[src/rtl/breath_pkg.sv]
`timescale 1ns/1ps
package breath_pkg;
    typedef enum logic [2:0] {
        ST_MOUNTED   = 3'd0,
        ST_BOOT      = 3'd1,
        ST_UNMOUNT   = 3'd2,
        ST_WR_BEGIN  = 3'd3,
        ST_WR_END    = 3'd4,
        ST_LINK_UP   = 3'd5,
        ST_LINK_DOWN = 3'd6,
        ST_RESERVED  = 3'd7
    } status_e;

    typedef enum logic [1:0] {
        DU_IDLE  = 2'd0,
        DU_MOD   = 2'd1,
        DU_SCALE = 2'd2
    } du_phase_e;
endpackage

[src/rtl/breath_tick.sv]
`timescale 1ns/1ps
module breath_tick #(
    parameter int CYCLES_PER_TICK = 16000,
    parameter int MS_W            = 32
) (
    input  logic            clk,
    input  logic            rst,
    output logic            tick,
    output logic [MS_W-1:0] ms
);
    localparam int CW = (CYCLES_PER_TICK > 1) ? $clog2(CYCLES_PER_TICK) : 1;

    typedef struct packed {
        logic [CW-1:0]   cnt;
        logic [MS_W-1:0] ms;
        logic            tick;
    } tk_s;

    tk_s tk_d, tk_q;

    always_comb begin
        tk_d      = tk_q;
        tk_d.tick = 1'b0;
        if (tk_q.cnt == CW'(CYCLES_PER_TICK - 1)) begin
            tk_d.cnt  = '0;
            tk_d.ms   = tk_q.ms + MS_W'(1);
            tk_d.tick = 1'b1;
        end else begin
            tk_d.cnt = tk_q.cnt + CW'(1);
        end
    end

    always_ff @(posedge clk) begin
        if (rst) tk_q <= '0;
        else     tk_q <= tk_d;
    end

    assign tick = tk_q.tick;
    assign ms   = tk_q.ms;
endmodule

[src/rtl/breath_duty.sv]
`timescale 1ns/1ps
module breath_duty
    import breath_pkg::*;
#(
    parameter int         MS_W        = 32,
    parameter int         PER_W       = 16,
    parameter logic [7:0] PEAK        = 8'h4F,
    parameter bit         ACTIVE_HIGH = 1'b0
) (
    input  logic             clk,
    input  logic             rst,
    input  logic             start,
    input  logic [MS_W-1:0]  ms,
    input  logic [PER_W-1:0] period,
    output logic [7:0]       cmp
);
    localparam int         CNT_W    = $clog2(MS_W);
    localparam logic [7:0] IDLE_CMP = ACTIVE_HIGH ? 8'hFF : 8'h00;

    typedef struct packed {
        du_phase_e        phase;
        logic [CNT_W-1:0] cnt;
        logic [MS_W-1:0]  num;
        logic [PER_W-1:0] rem;
        logic [PER_W-1:0] div;
        logic [PER_W-1:0] per;
        logic [7:0]       cmp;
    } du_s;

    du_s du_d, du_q;

    logic [PER_W:0]   shifted;
    logic             fits;
    logic [PER_W-1:0] rem_n;
    logic [MS_W-1:0]  num_n;
    logic [PER_W-1:0] half;
    logic [PER_W-1:0] fold;
    logic [MS_W-1:0]  prod;
    logic [7:0]       raw;

    always_comb begin
        // one restoring shift-subtract step, shared by both divisions
        shifted = {du_q.rem, du_q.num[MS_W-1]};
        fits    = shifted >= {1'b0, du_q.div};
        rem_n   = fits ? PER_W'(shifted - {1'b0, du_q.div}) : PER_W'(shifted);
        num_n   = {du_q.num[MS_W-2:0], fits};
        half    = du_q.per >> 1;
        fold    = (rem_n > half) ? (du_q.per - rem_n) : rem_n;
        prod    = MS_W'(PEAK) * MS_W'(fold);
        raw     = num_n[7:0];

        du_d = du_q;
        case (du_q.phase)
            DU_IDLE: begin
                if (start) begin
                    if (period == '0) begin
                        du_d.cmp = IDLE_CMP;
                    end else begin
                        du_d.num   = ms;
                        du_d.div   = period;
                        du_d.per   = period;
                        du_d.rem   = '0;
                        du_d.cnt   = CNT_W'(MS_W - 1);
                        du_d.phase = DU_MOD;
                    end
                end
            end
            DU_MOD: begin
                du_d.rem = rem_n;
                du_d.num = num_n;
                du_d.cnt = du_q.cnt - CNT_W'(1);
                if (du_q.cnt == '0) begin
                    if (half == '0) begin
                        du_d.cmp   = IDLE_CMP;
                        du_d.phase = DU_IDLE;
                    end else begin
                        du_d.num   = prod;
                        du_d.div   = half;
                        du_d.rem   = '0;
                        du_d.cnt   = CNT_W'(MS_W - 1);
                        du_d.phase = DU_SCALE;
                    end
                end
            end
            DU_SCALE: begin
                du_d.rem = rem_n;
                du_d.num = num_n;
                du_d.cnt = du_q.cnt - CNT_W'(1);
                if (du_q.cnt == '0) begin
                    du_d.cmp   = ACTIVE_HIGH ? ~raw : raw;
                    du_d.phase = DU_IDLE;
                end
            end
            default: du_d.phase = DU_IDLE;
        endcase
    end

    always_ff @(posedge clk) begin
        if (rst) begin
            du_q     <= '0;
            du_q.cmp <= IDLE_CMP;
        end else begin
            du_q <= du_d;
        end
    end

    assign cmp = du_q.cmp;
endmodule

[src/rtl/breath_pwm.sv]
`timescale 1ns/1ps
module breath_pwm #(
    parameter int NCH      = 2,
    parameter int PRESCALE = 16
) (
    input  logic                clk,
    input  logic                rst,
    input  logic [NCH-1:0][7:0] cmp,
    output logic [NCH-1:0]      pwm
);
    localparam int PRE_W = (PRESCALE > 1) ? $clog2(PRESCALE) : 1;

    typedef struct packed {
        logic [PRE_W-1:0] pre;
        logic [7:0]       cnt;
        logic [NCH-1:0]   pwm;
    } pw_s;

    pw_s pw_d, pw_q;

    always_comb begin
        pw_d = pw_q;
        if (pw_q.pre == PRE_W'(PRESCALE - 1)) begin
            pw_d.pre = '0;
            pw_d.cnt = pw_q.cnt + 8'd1;
        end else begin
            pw_d.pre = pw_q.pre + PRE_W'(1);
        end
        for (int i = 0; i < NCH; i++) begin
            pw_d.pwm[i] = pw_q.cnt < cmp[i];
        end
    end

    always_ff @(posedge clk) begin
        if (rst) pw_q <= '0;
        else     pw_q <= pw_d;
    end

    assign pwm = pw_q.pwm;
endmodule

[src/rtl/breath_led.sv]
`timescale 1ns/1ps
module breath_led
    import breath_pkg::*;
#(
    parameter int         CYCLES_PER_TICK = 16000,
    parameter int         PWM_PRESCALE    = 16,
    parameter bit         ACTIVE_HIGH     = 1'b0,
    parameter bit         HAS_SECOND      = 1'b1,
    parameter int         MS_W            = 32,
    parameter int         PER_W           = 16,
    parameter int         PERIOD_LONG     = 3000,
    parameter int         PERIOD_MID      = 300,
    parameter int         PERIOD_SHORT    = 100,
    parameter logic [7:0] PEAK_PRI        = 8'h4F,
    parameter logic [7:0] PEAK_SEC        = 8'h8F
) (
    input  logic       clk,
    input  logic       rst,
    input  logic [2:0] status_code,
    input  logic       status_stb,
    output logic       pwm_pri,
    output logic       pwm_sec
);
    localparam int               NCH     = HAS_SECOND ? 2 : 1;
    localparam logic [PER_W-1:0] P_LONG  = PER_W'(PERIOD_LONG);
    localparam logic [PER_W-1:0] P_MID   = PER_W'(PERIOD_MID);
    localparam logic [PER_W-1:0] P_SHORT = PER_W'(PERIOD_SHORT);

    typedef struct packed {
        logic [PER_W-1:0] pri;
        logic [PER_W-1:0] sec;
    } per_s;

    per_s per_d, per_q;

    logic                tick;
    logic [MS_W-1:0]     ms;
    logic [NCH-1:0][7:0] cmp;
    logic [NCH-1:0]      pwm;

    always_comb begin
        per_d = per_q;
        if (status_stb) begin
            case (status_e'(status_code))
                ST_MOUNTED:             per_d.pri = P_LONG;
                ST_BOOT, ST_UNMOUNT:    per_d.pri = P_MID;
                ST_WR_BEGIN:            per_d.pri = P_SHORT;
                ST_WR_END:              per_d.pri = P_LONG;
                ST_LINK_UP: begin
                    if (HAS_SECOND) per_d.sec = P_LONG;
                    else            per_d.pri = P_LONG;
                end
                ST_LINK_DOWN: begin
                    if (HAS_SECOND) per_d.sec = P_MID;
                    else            per_d.pri = P_MID;
                end
                default: per_d = per_q;
            endcase
        end
    end

    always_ff @(posedge clk) begin
        if (rst) per_q <= '0;
        else     per_q <= per_d;
    end

    breath_tick #(
        .CYCLES_PER_TICK(CYCLES_PER_TICK),
        .MS_W           (MS_W)
    ) u_tick (
        .clk (clk),
        .rst (rst),
        .tick(tick),
        .ms  (ms)
    );

    for (genvar ch = 0; ch < NCH; ch++) begin : g_chan
        breath_duty #(
            .MS_W       (MS_W),
            .PER_W      (PER_W),
            .PEAK       ((ch == 0) ? PEAK_PRI : PEAK_SEC),
            .ACTIVE_HIGH(ACTIVE_HIGH)
        ) u_duty (
            .clk   (clk),
            .rst   (rst),
            .start (tick),
            .ms    (ms),
            .period((ch == 0) ? per_q.pri : per_q.sec),
            .cmp   (cmp[ch])
        );
    end

    breath_pwm #(
        .NCH     (NCH),
        .PRESCALE(PWM_PRESCALE)
    ) u_pwm (
        .clk(clk),
        .rst(rst),
        .cmp(cmp),
        .pwm(pwm)
    );

    assign pwm_pri = pwm[0];

    if (HAS_SECOND) begin : g_sec
        assign pwm_sec = pwm[NCH-1];
    end else begin : g_nosec
        assign pwm_sec = 1'b0;
    end
endmodule

[config.mk]
export PLATFORM = sky130hd
export DESIGN_NAME = breath_led
export DESIGN_NICKNAME = d
export VERILOG_FILES = /design/src/rtl/breath_pkg.sv /design/src/rtl/breath_tick.sv /design/src/rtl/breath_duty.sv /design/src/rtl/breath_pwm.sv /design/src/rtl/breath_led.sv
export SDC_FILE = /design/constraint.sdc
export NUM_CORES = 1
export LEC_CHECK = 0
export ABC_CLOCK_PERIOD_IN_PS = 12950
export BUFFER_PORTS_ARGS = -buffer_cell sky130_fd_sc_hd__buf_2
export CAP_MARGIN = 20
export CORE_AREA = 3 3 216 218
export CTS_CLUSTER_SIZE = 40
export DETAILED_ROUTE_END_ITERATION = 8
export DIE_AREA = 0 0 219 221
export PLACE_DENSITY = 0.57
export SYNTH_ARGS = -nofsm -noshare
export SYNTH_HDL_FRONTEND = slang
export SYNTH_SLANG_ARGS = --single-unit
[constraint.sdc]
create_clock -name clk -period 12.95 [get_ports clk]
set_clock_uncertainty 0.05 [all_clocks]
set_input_delay 0.6475 -clock clk [delete_from_list [all_inputs] [get_ports clk]]
set_output_delay 0.6475 -clock clk [all_outputs]
set_load 0.01 [all_outputs]
* Word-level counts from Yosys, hierarchy flattened
Cells that the tools add are included.
** Storage, ports and cells
- Flip-flop bits (word level) :: 283
- Latch bits :: 0
- RAM bits :: 0
- Memory bits (read-only) :: 0
- Input port bits :: 6
- Output and inout port bits :: 2
- Logic and storage cells :: 134
- Memories :: 0
** Operators by class
- $add $sub $neg :: 10
- $mul :: 2
- Divide/modulo/power cells :: 0
- $lt $le $gt $ge :: 6
- Eq/ne operators :: 26
- Shifts and indexed selects :: 0
- Muxes and demuxes :: 35
- Bitwise operators :: 2
- Reductions and logical operators :: 31
** Operator list (count)
- case mux 53 bit (3 select lines) :: 2
- two-way mux 95 bit :: 2
- two-way mux 87 bit :: 2
- two-way mux 71 bit :: 2
- two-way mux 69 bit :: 2
- case mux 16 bit (2 select lines) :: 3
- logical NOT 16 bit :: 4
- two-way mux 16 bit :: 4
- two-way mux 8 bit :: 8
- subtractor 16 bit :: 4
- case mux 16 bit (3 select lines) :: 1
- case mux 8 bit (3 select lines) :: 2
- >= comparator 17 x 16 -> 1 bit :: 2
- adder 32 x 1 -> 32 bit (second input constant) :: 1
- greater-than comparator 16 x 15 -> 1 bit :: 2
- multiplier 8 x 16 -> 24 bit (first input constant) :: 1
- multiplier 7 x 16 -> 23 bit (first input constant) :: 1
- < comparator 8 bit :: 2
- inequality test 2 x 1 -> 1 bit (second input constant) :: 8
- adder 14 x 1 -> 14 bit (second input constant) :: 1
- == test 14 bit (second input constant) :: 1
- inequality test 2 bit (second input constant) :: 6
- case mux 2 bit (3 select lines) :: 2
- AND reduction 3 bit :: 4
- 22 further kinds :: 45

* Depth between registers and ports, before layout
Gate-level depths: netlist of the first run.
- Depth in word-level cells :: 8
- Mapped depth :: 40
- Gate-level depth less buffers :: 38

* Cells and area by module
A second synthesis of the first run with hierarchy kept.
** Unflattened totals
- Cell total of the unflattened synthesis :: 2708
- Area total of the unflattened synthesis :: 21710.8 µm²
** By module, submodules not included
- breath_duty at g_chan[0].u_duty :: instances 1, cells each 1146, area an instance 9095.0 µm², sequential area each 1901.8 µm²
- breath_duty at g_chan[1].u_duty :: instances 1, cells each 1137, area an instance 8917.3 µm², sequential area each 1901.8 µm²
- breath_tick :: instances 1, cells each 283, area an instance 2416.1 µm², sequential area each 940.9 µm²
- breath_pwm :: instances 1, cells each 102, area an instance 917.1 µm², sequential area each 280.3 µm²
- breath_led :: instances 1, cells each 40, area an instance 365.4 µm², sequential area each 160.2 µm²

* Least setup slack after synthesis of the first run
No wires, ideal clock.
- Path kind :: register -> register
- From :: reg g_chan[0].u_duty.du_q[35] in the netlist's numbering
- To :: reg g_chan[0].u_duty.du_q[77] in the netlist's numbering
- Library setup time :: 0.130 ns
- Arrival time :: 8.394 ns
- Required time :: 12.770 ns
- Path slack :: 4.376 ns
- Stages on the path, launching flop included :: 35
- Path buffers :: 2
- Clock period less this slack :: 8.574 ns
- Cells stage by stage :: dfxtp_1 > inv_1 > ha_1 > and4b_1 > and3_1 > a211oi_2 > nand3_1 > clkbuf_1 > o21ai_0 > inv_1 > ha_1 > nand4_1 > or4_1 > a221o_1 > a2111o_1 > nor2_1 > buf_2 > nor2_1 > xnor2_1 > ha_1 > xor2_1 > ha_1 > inv_1 > fa_1 > fa_1 > inv_1 > ha_1 > or2_2 > and3_1 > o31ai_1 > o21ai_0 > o31ai_1 > o21ai_0 > mux2i_1 > o31ai_1
** On the way
- Word-level cells in the longest chain between the ends :: 8
- Elaborated cells on any way between the ends :: 10
- Those cells by class :: 2 x add/sub; 1 x mul; 2 x order compare; 5 x mux
** RTL lines
- start, declared :: line breath_duty.sv:30 : du_s du_d, du_q;
- start signal, assigned :: line breath_duty.sv:103 : du_q <= du_d;
- subtractor 16 bit / >= comparator 17 x 16 -> 1 bit (equally long branches) :: line breath_duty.sv:45, breath_duty.sv:44
- two-way mux 16 bit (*) :: line breath_duty.sv:45 : rem_n = fits ? PER_W'(shifted - {1'b0, du_q.div}) : PER_W'(shifted);
- subtractor 16 bit / greater-than comparator 16 x 15 -> 1 bit (equally long branches) :: line breath_duty.sv:48 : fold = (rem_n > half) ? (du_q.per - rem_n) : rem_n;
- two-way mux 16 bit (*) :: line breath_duty.sv:48
- multiplier 7 x 16 -> 23 bit (*) :: line breath_duty.sv:49 : prod = MS_W'(PEAK) * MS_W'(fold);
- two-way mux 69 bit (*) :: line breath_duty.sv:73 : if (half == '0) begin
- two-way mux 71 bit (*) :: line breath_duty.sv:72 : if (du_q.cnt == '0) begin
- case mux 53 bit (3 select lines) (*) :: line breath_duty.sv:53 : case (du_q.phase)
Every way passes the cells marked *; elsewhere a longest branch is shown, timed or not. The select of a mux whose other input is x is not followed.
A chain may end at the register's enable or synchronous reset.

* Final worst setup path of the first run
- From :: reg g_chan[0].u_duty.du_q[35] in the netlist's numbering
- To :: reg g_chan[0].u_duty.du_q[78] in the netlist's numbering
The elaborated chain is that of the path after synthesis.

==> out/qor.txt, run 1 <==
run status - finished, final reports clean
TritonCTS Buffers - 27
min cycle time layout - 10.38 ns
top routing layer used - met4
HP Class - in -> reg
initial antenna violation count - 0
Residual DRC - 0
Cells after Synth - 2243
I/O Pins - 8
hold_buf cts - 0
clk_lat worst skew - 0.56 ns
Sw Ratio - 0.4075
Clk network pwr share - 0.242
# rows - 78
pin count of the biggest net entering global routing - 75
VDD IR max - 122.9 uV
Via density - 5.519
Detailed Routing Iterations Pass 1 - 5
Crit. End Element - register
Crit Path Class - reg -> reg
power share of the combinational group - 0.542
metal2 WL - 21470 um
power per cell area - 162.9 nW/um2
final slew viol count - 0
fmax - 96.38 MHz
Yosys reg bits - 219
Routed WL - 45900 um
most used cell, CP - ha_1
final hold viol count - 0
Psw - 1.288 mW
grt ovf - 0
YS warnings - 0
RSZ-0062 raised after global routing - false
die width - 219 um
final number of setup-violating endpoints - 0
final antenna-violating net count - 0
register area share after synthesis - 0.2439
Slowest-stage cell, CP - xnor2_1
WL/cell - 16.30 um
core footprint - 45090 um2
IO buf count - 7
layout cell share with drive strength beyond 1 - 0.04738
die height - 221 um
critical path arrival - 10.77 ns
P_int - 1.872 mW
Ant. Diodes - 0
Longest Clk Path Bufs - 3
Synth Flop Type - dfxtp_1
H-tree levels - 1
crit path max fanout - 16
syn avg cell area - 8.013 um2
Initial Util - 0.3986
DP HPWL - 35130 um
fin crit share - 0.8012
Yosys cell types - 84
CP max stage delay - 0.65 ns
clk sink count - 219
Worst-path clk slew - 0.06 ns
asr flop ratio synth - 0
gr usage total - 0.1896
WL met1 - 21110 um
Max Cap Viol - 0
routability congestion estimate - 0.8650
Seq pwr share - 0.215
root buffer cell - clkbuf_16
post-CTS sizing - 0
TritonCTS clock tree - yes
vias in the first global route - 14970
WP data required - 13.34 ns
setup TNS - 0 ns
Tot Pwr - 3.160 mW
number of enable flip-flop cells after synthesis - 0
drt initial violations - 906
vias - 15540
Startpoint Class - register
global-route wire length before repair - 76900 um
leakage - 8.082 nW
Post-Syn Area - 17970 um2
WL met3 - 1713 um
Total Die Area - 48400 um2
synth-to-layout area growth - 7.908%
slew at the pin with the worst max-slew slack - 1.089 ns
setup bufs post-CTS - 0
Slew headroom - 0.2741
fin nets - 2463
-- stage by stage --
| stage | cell area, um2 | util | hold WS [ns] | setup slack [ns] | std cells |
|---|---|---|---|---|---|
| 2_1_floorplan | 17980 | - | 0.3797 | 4.376 | 2244 |
| 3_3_place_gp | 18490 | 0.4101 | 0.3899 | 2.906 | 2765 |
| 3_5_place_dp | 18490 | 0.4101 | 0.3978 | 2.650 | 2765 |
| 4_1_cts | 19390 | 0.4300 | 0.3009 | 2.620 | 2815 |
| 5_1_grt | 19390 | 0.4302 | 0.3242 | 1.610 | 2816 |
| 6_report | 19390 | 0.4302 | 0.3427 | 2.575 | 2816 |
-- routing by layer --
metal	vias up	GRT usage
li1	7759	-
met1	7412	0.2557
met2	293	0.3181
met3	78	0.01936
met4	0	0.06084
met5	-	0
-- path summary, 6_finish.rpt --
path,depth (start not counted),start,endpoint,slack [ns]
max,32,g_chan[0].u_duty.du_q[35]$_SDFFE_PP0P_,g_chan[0].u_duty.du_q[78]$_SDFFE_PP0P_,2.57
min,2,status_code[0],per_q[24]$_SDFFE_PP0P_,0.34
max reg2reg,32,g_chan[0].u_duty.du_q[35]$_SDFFE_PP0P_,g_chan[0].u_duty.du_q[78]$_SDFFE_PP0P_,2.57
min reg2reg,2,g_chan[0].u_duty.cmp[5]$_SDFFE_PP0P_,g_chan[0].u_duty.cmp[5]$_SDFFE_PP0P_,0.40
-- cell type report --
cell class	instances	area, um2
fill	4617	25690
multi-input combinational	1686	12320
sequential	219	4384
inverter	242	908.4
clock buffer	40	784.5
tap	600	750.7
timing repair buffer	19	128.9
clock inverter	10	116.4
-- layout by cell type (no fill, tap or decap), types with 17 or more instances in the layout --
cell type  Yosys  final
a211oi_1      36     36
a21o_1        39     39
a21oi_1      168    166
a221oi_1      44     44
a22oi_1       29     29
a31oi_1       17     17
and3_1        19     19
clkbuf_16      0     27
dfxtp_1      219    219
fa_1          72     72
ha_1         190    190
inv_1        238    238
nand2_1      157    157
nand3_1       68     68
nand4_1       22     22
nor2_1       233    231
nor2b_1       17     17
nor3_1        65     65
o21a_1        19     19
o21ai_0      109    109
or3_1         34     34
xnor2_1       74     74
xor2_1        66     66
-- power groups by stage --
| stage | clock [mW] | sequential (mW) | combinational (mW) |
|---|---|---|---|
| 2_1_floorplan | 0 | 0.694 | 1.35 |
| 3_3_place_gp | 0 | 0.695 | 1.70 |
| 3_5_place_dp | 0 | 0.695 | 1.71 |
| 4_1_cts | 0.791 | 0.680 | 1.73 |
| 5_1_grt | 0.817 | 0.680 | 1.97 |
| 6_report | 0.766 | 0.680 | 1.71 |
-- cells in the mapped netlist, drive strengths merged (34+ instances only) --
master | instances | share of area
a211oi | 38 | 0.017
a21o | 39 | 0.016
a21oi | 168 | 0.047
a221oi | 44 | 0.021
clkbuf | 90 | 0.019
dfxtp | 219 | 0.24
fa | 72 | 0.080
ha | 190 | 0.13
inv | 240 | 0.050
nand2 | 157 | 0.033
nand3 | 69 | 0.019
nor2 | 234 | 0.049
nor3 | 65 | 0.018
o21ai | 117 | 0.033
or3 | 34 | 0.012
xnor2 | 74 | 0.036
xor2 | 66 | 0.032
-- logic make-up (layout without fill, tap and decap cells) --
family	count (synthesis)	in the layout	synth area share
flops	219	219	0.2439
simple gates	693	693	0.1811
other cells	1	2	0.0002086
xor+xnor	140	140	0.06822
buf+inv	339	311	0.07170
mux	17	17	0.01058
fa+ha+maj	269	269	0.2164
compound gates	565	565	0.2078
-- critical path: cells and delay by family (launching register included) --
family | cells | cell delay (ns)
buffers and inverters | 2 | 0.19
and+or+nand+nor | 9 | 2.81
adders and majority gates | 6 | 2.20
xor gates and xnor gates | 2 | 0.82
AOI/OAI and AO/OA | 13 | 3.85
DFF | 1 | 0.33
-- state kept, by name, summed over array words and instances (netlist names) --
signal              cells
u_pwm.pwm               2
u_tick.tick             1
per_q                   8
u_tick.tk_q            14
g_chan.u_duty.cmp      16
u_tick.ms              32
g_chan.u_duty.du_q    134
u_pwm.pw_q             12
Note: power is estimated with default switching activity, not from simulation.
==> run 2: changes to the inputs <==
--- a/config.mk
+++ b/config.mk
@@ -5,7 +5,7 @@
 export SDC_FILE = /design/constraint.sdc
 export NUM_CORES = 1
 export LEC_CHECK = 0
-export ABC_CLOCK_PERIOD_IN_PS = 12950
+export ABC_CLOCK_PERIOD_IN_PS = 10700
 export BUFFER_PORTS_ARGS = -buffer_cell sky130_fd_sc_hd__buf_2
 export CAP_MARGIN = 20
 export CORE_AREA = 3 3 216 218
==> constraint.sdc (replaced) <==
create_clock -name clk -period 10.7 [get_ports clk]
set_clock_uncertainty 0.05 [all_clocks]
set_input_delay 0.535 -clock clk [delete_from_list [all_inputs] [get_ports clk]]
set_output_delay 0.535 -clock clk [all_outputs]
set_load 0.01 [all_outputs]
==> run 2 against run 1 <==
  * Cell count rose by 0.32%
  * Wire length increased by 0.32%
  * Critical path type unchanged
  * Sequential share of layout area is 0.16 points lower
  * Power grew 22%
  * Largest cell class unchanged
  * Global-route usage hardly changed
==> out/qor.txt, run 2 (synthesis results as in run 1) <==
run status - finished, final reports clean
VDD IR max - 186.4 uV
Hold WS - 0.2070 ns
die width - 219 um
slew at the pin with the worst max-slew slack - 1.070 ns
post-route insts no fill - 2825
root buffer cell - clkbuf_16
WP data required - 11.08 ns
final antenna-violating net count - 0
hold_buf cts - 0
Crit. End Element - register
clk sink count - 219
layout cell share with drive strength beyond 1 - 0.05393
vias in the first global route - 14950
Placement Setup Slack - 0.5597 ns
CP max stage delay - 0.62 ns
Worst-path clk slew - 0.06 ns
core footprint - 45090 um2
Detailed Routing Iterations Pass 1 - 5
fmax - 100.6 MHz
DP HPWL - 35120 um
Slew headroom - 0.2868
Tot Pwr - 3.854 mW
drt initial violations - 917
final slew viol count - 0
fin nets - 2472
WL/cell - 16.30 um
Total Die Area - 48400 um2
min cycle time layout - 9.945 ns
commonest non-fill, non-tap cells in the layout - inv_1 (238), nor2_1 (230), dfxtp_1 (219), ha_1 (190), a21oi_1 (165)
Initial Util - 0.3986
Ant. Diodes - 0
max reg flops - 134
final number of setup-violating endpoints - 0
HP Class - in -> reg
Max Cap Viol - 0
Slowest-stage cell, CP - mux2i_1
worst setup margin - 0.7549 ns
critical path arrival - 10.32 ns
clk_lat worst skew - 0.57 ns
initial antenna violation count - 0
setup TNS - 0 ns
grt ovf - 0
I/O Pins - 8
most used cell, CP - ha_1
Crit Path Class - reg -> reg
die height - 221 um
dpl cell area - 18560 um2
leakage - 8.163 nW
TritonCTS Buffers - 27
Residual DRC - 0
vias - 15480
pin count of the biggest net entering global routing - 66
Cells after DPL - 2775
routability congestion estimate - 0.8884
fin crit share - 0.9294
crit path max fanout - 13
commonest non-fill, non-tap cell in the layout - inv_1
H-tree levels - 1
Routed WL - 46050 um
Final Util - 0.4333
TritonCTS clock tree - yes
Reg with most FFs - g_chan.u_duty.du_q
setup bufs post-CTS - 0
global-route wire length before repair - 77190 um
Via density - 5.479
# rows - 78
final hold viol count - 0
post-CTS sizing - 0
RSZ-0062 raised after global routing - false
IO buf count - 7
power per cell area - 197.3 nW/um2
gr usage total - 0.1900
synth-to-layout area growth - 8.695%
Startpoint Class - register
Longest Clk Path Bufs - 3
Final Cell Area - 19540 um2
run 2: worst paths after layout:
kind	slack (ns)	cells after the start	end	startpoint
setup / recovery	0.75	32	g_chan[0].u_duty.du_q[77]$_SDFFE_PP0P_	g_chan[0].u_duty.du_q[35]$_SDFFE_PP0P_
hold / removal	0.21	2	per_q[24]$_SDFFE_PP0P_	status_code[0]
setup reg to reg	0.75	32	g_chan[0].u_duty.du_q[77]$_SDFFE_PP0P_	g_chan[0].u_duty.du_q[35]$_SDFFE_PP0P_
hold reg to reg	0.40	2	g_chan[0].u_duty.cmp[6]$_SDFFE_PP0P_	g_chan[0].u_duty.cmp[6]$_SDFFE_PP0P_
run 2: layout make-up:
type,instances,area (um2)
fill,4513,25550
tap,600,750.7
sequential,219,4384
clock buffer,41,828.3
timing repair buffer,28,198.9
clock inverter,9,130.1
inverter,242,908.4
multi-input combinational,1686,12340
run 2: worst max-delay path: cells and delay by family (launching register included):
kind | cells | cell delay (ns)
simple gates | 9 | 2.43
compound gates | 8 | 2.46
mux | 2 | 0.79
flops | 1 | 0.34
fa+ha+maj | 7 | 2.75
buf+inv | 4 | 0.36
xor+xnor | 2 | 0.60
run 2: power breakdown:
group / switching, mW / leakage [nW] / internal (mW)
clock network: 0.377 / 0.472 / 0.603
registers: 0.00426 / 1.77 / 0.819
logic: 1.16 / 5.93 / 0.890
total: 1.54 / 8.16 / 2.31
run 2: per-layer routing:
layer	vias up	global-route usage	share of wire
li1	7798	-	-
met1	7313	0.2527	0.46
met2	290	0.3233	0.47
met3	77	0.02225	0.033
met4	0	0.05582	0.032
met5	-	0	0
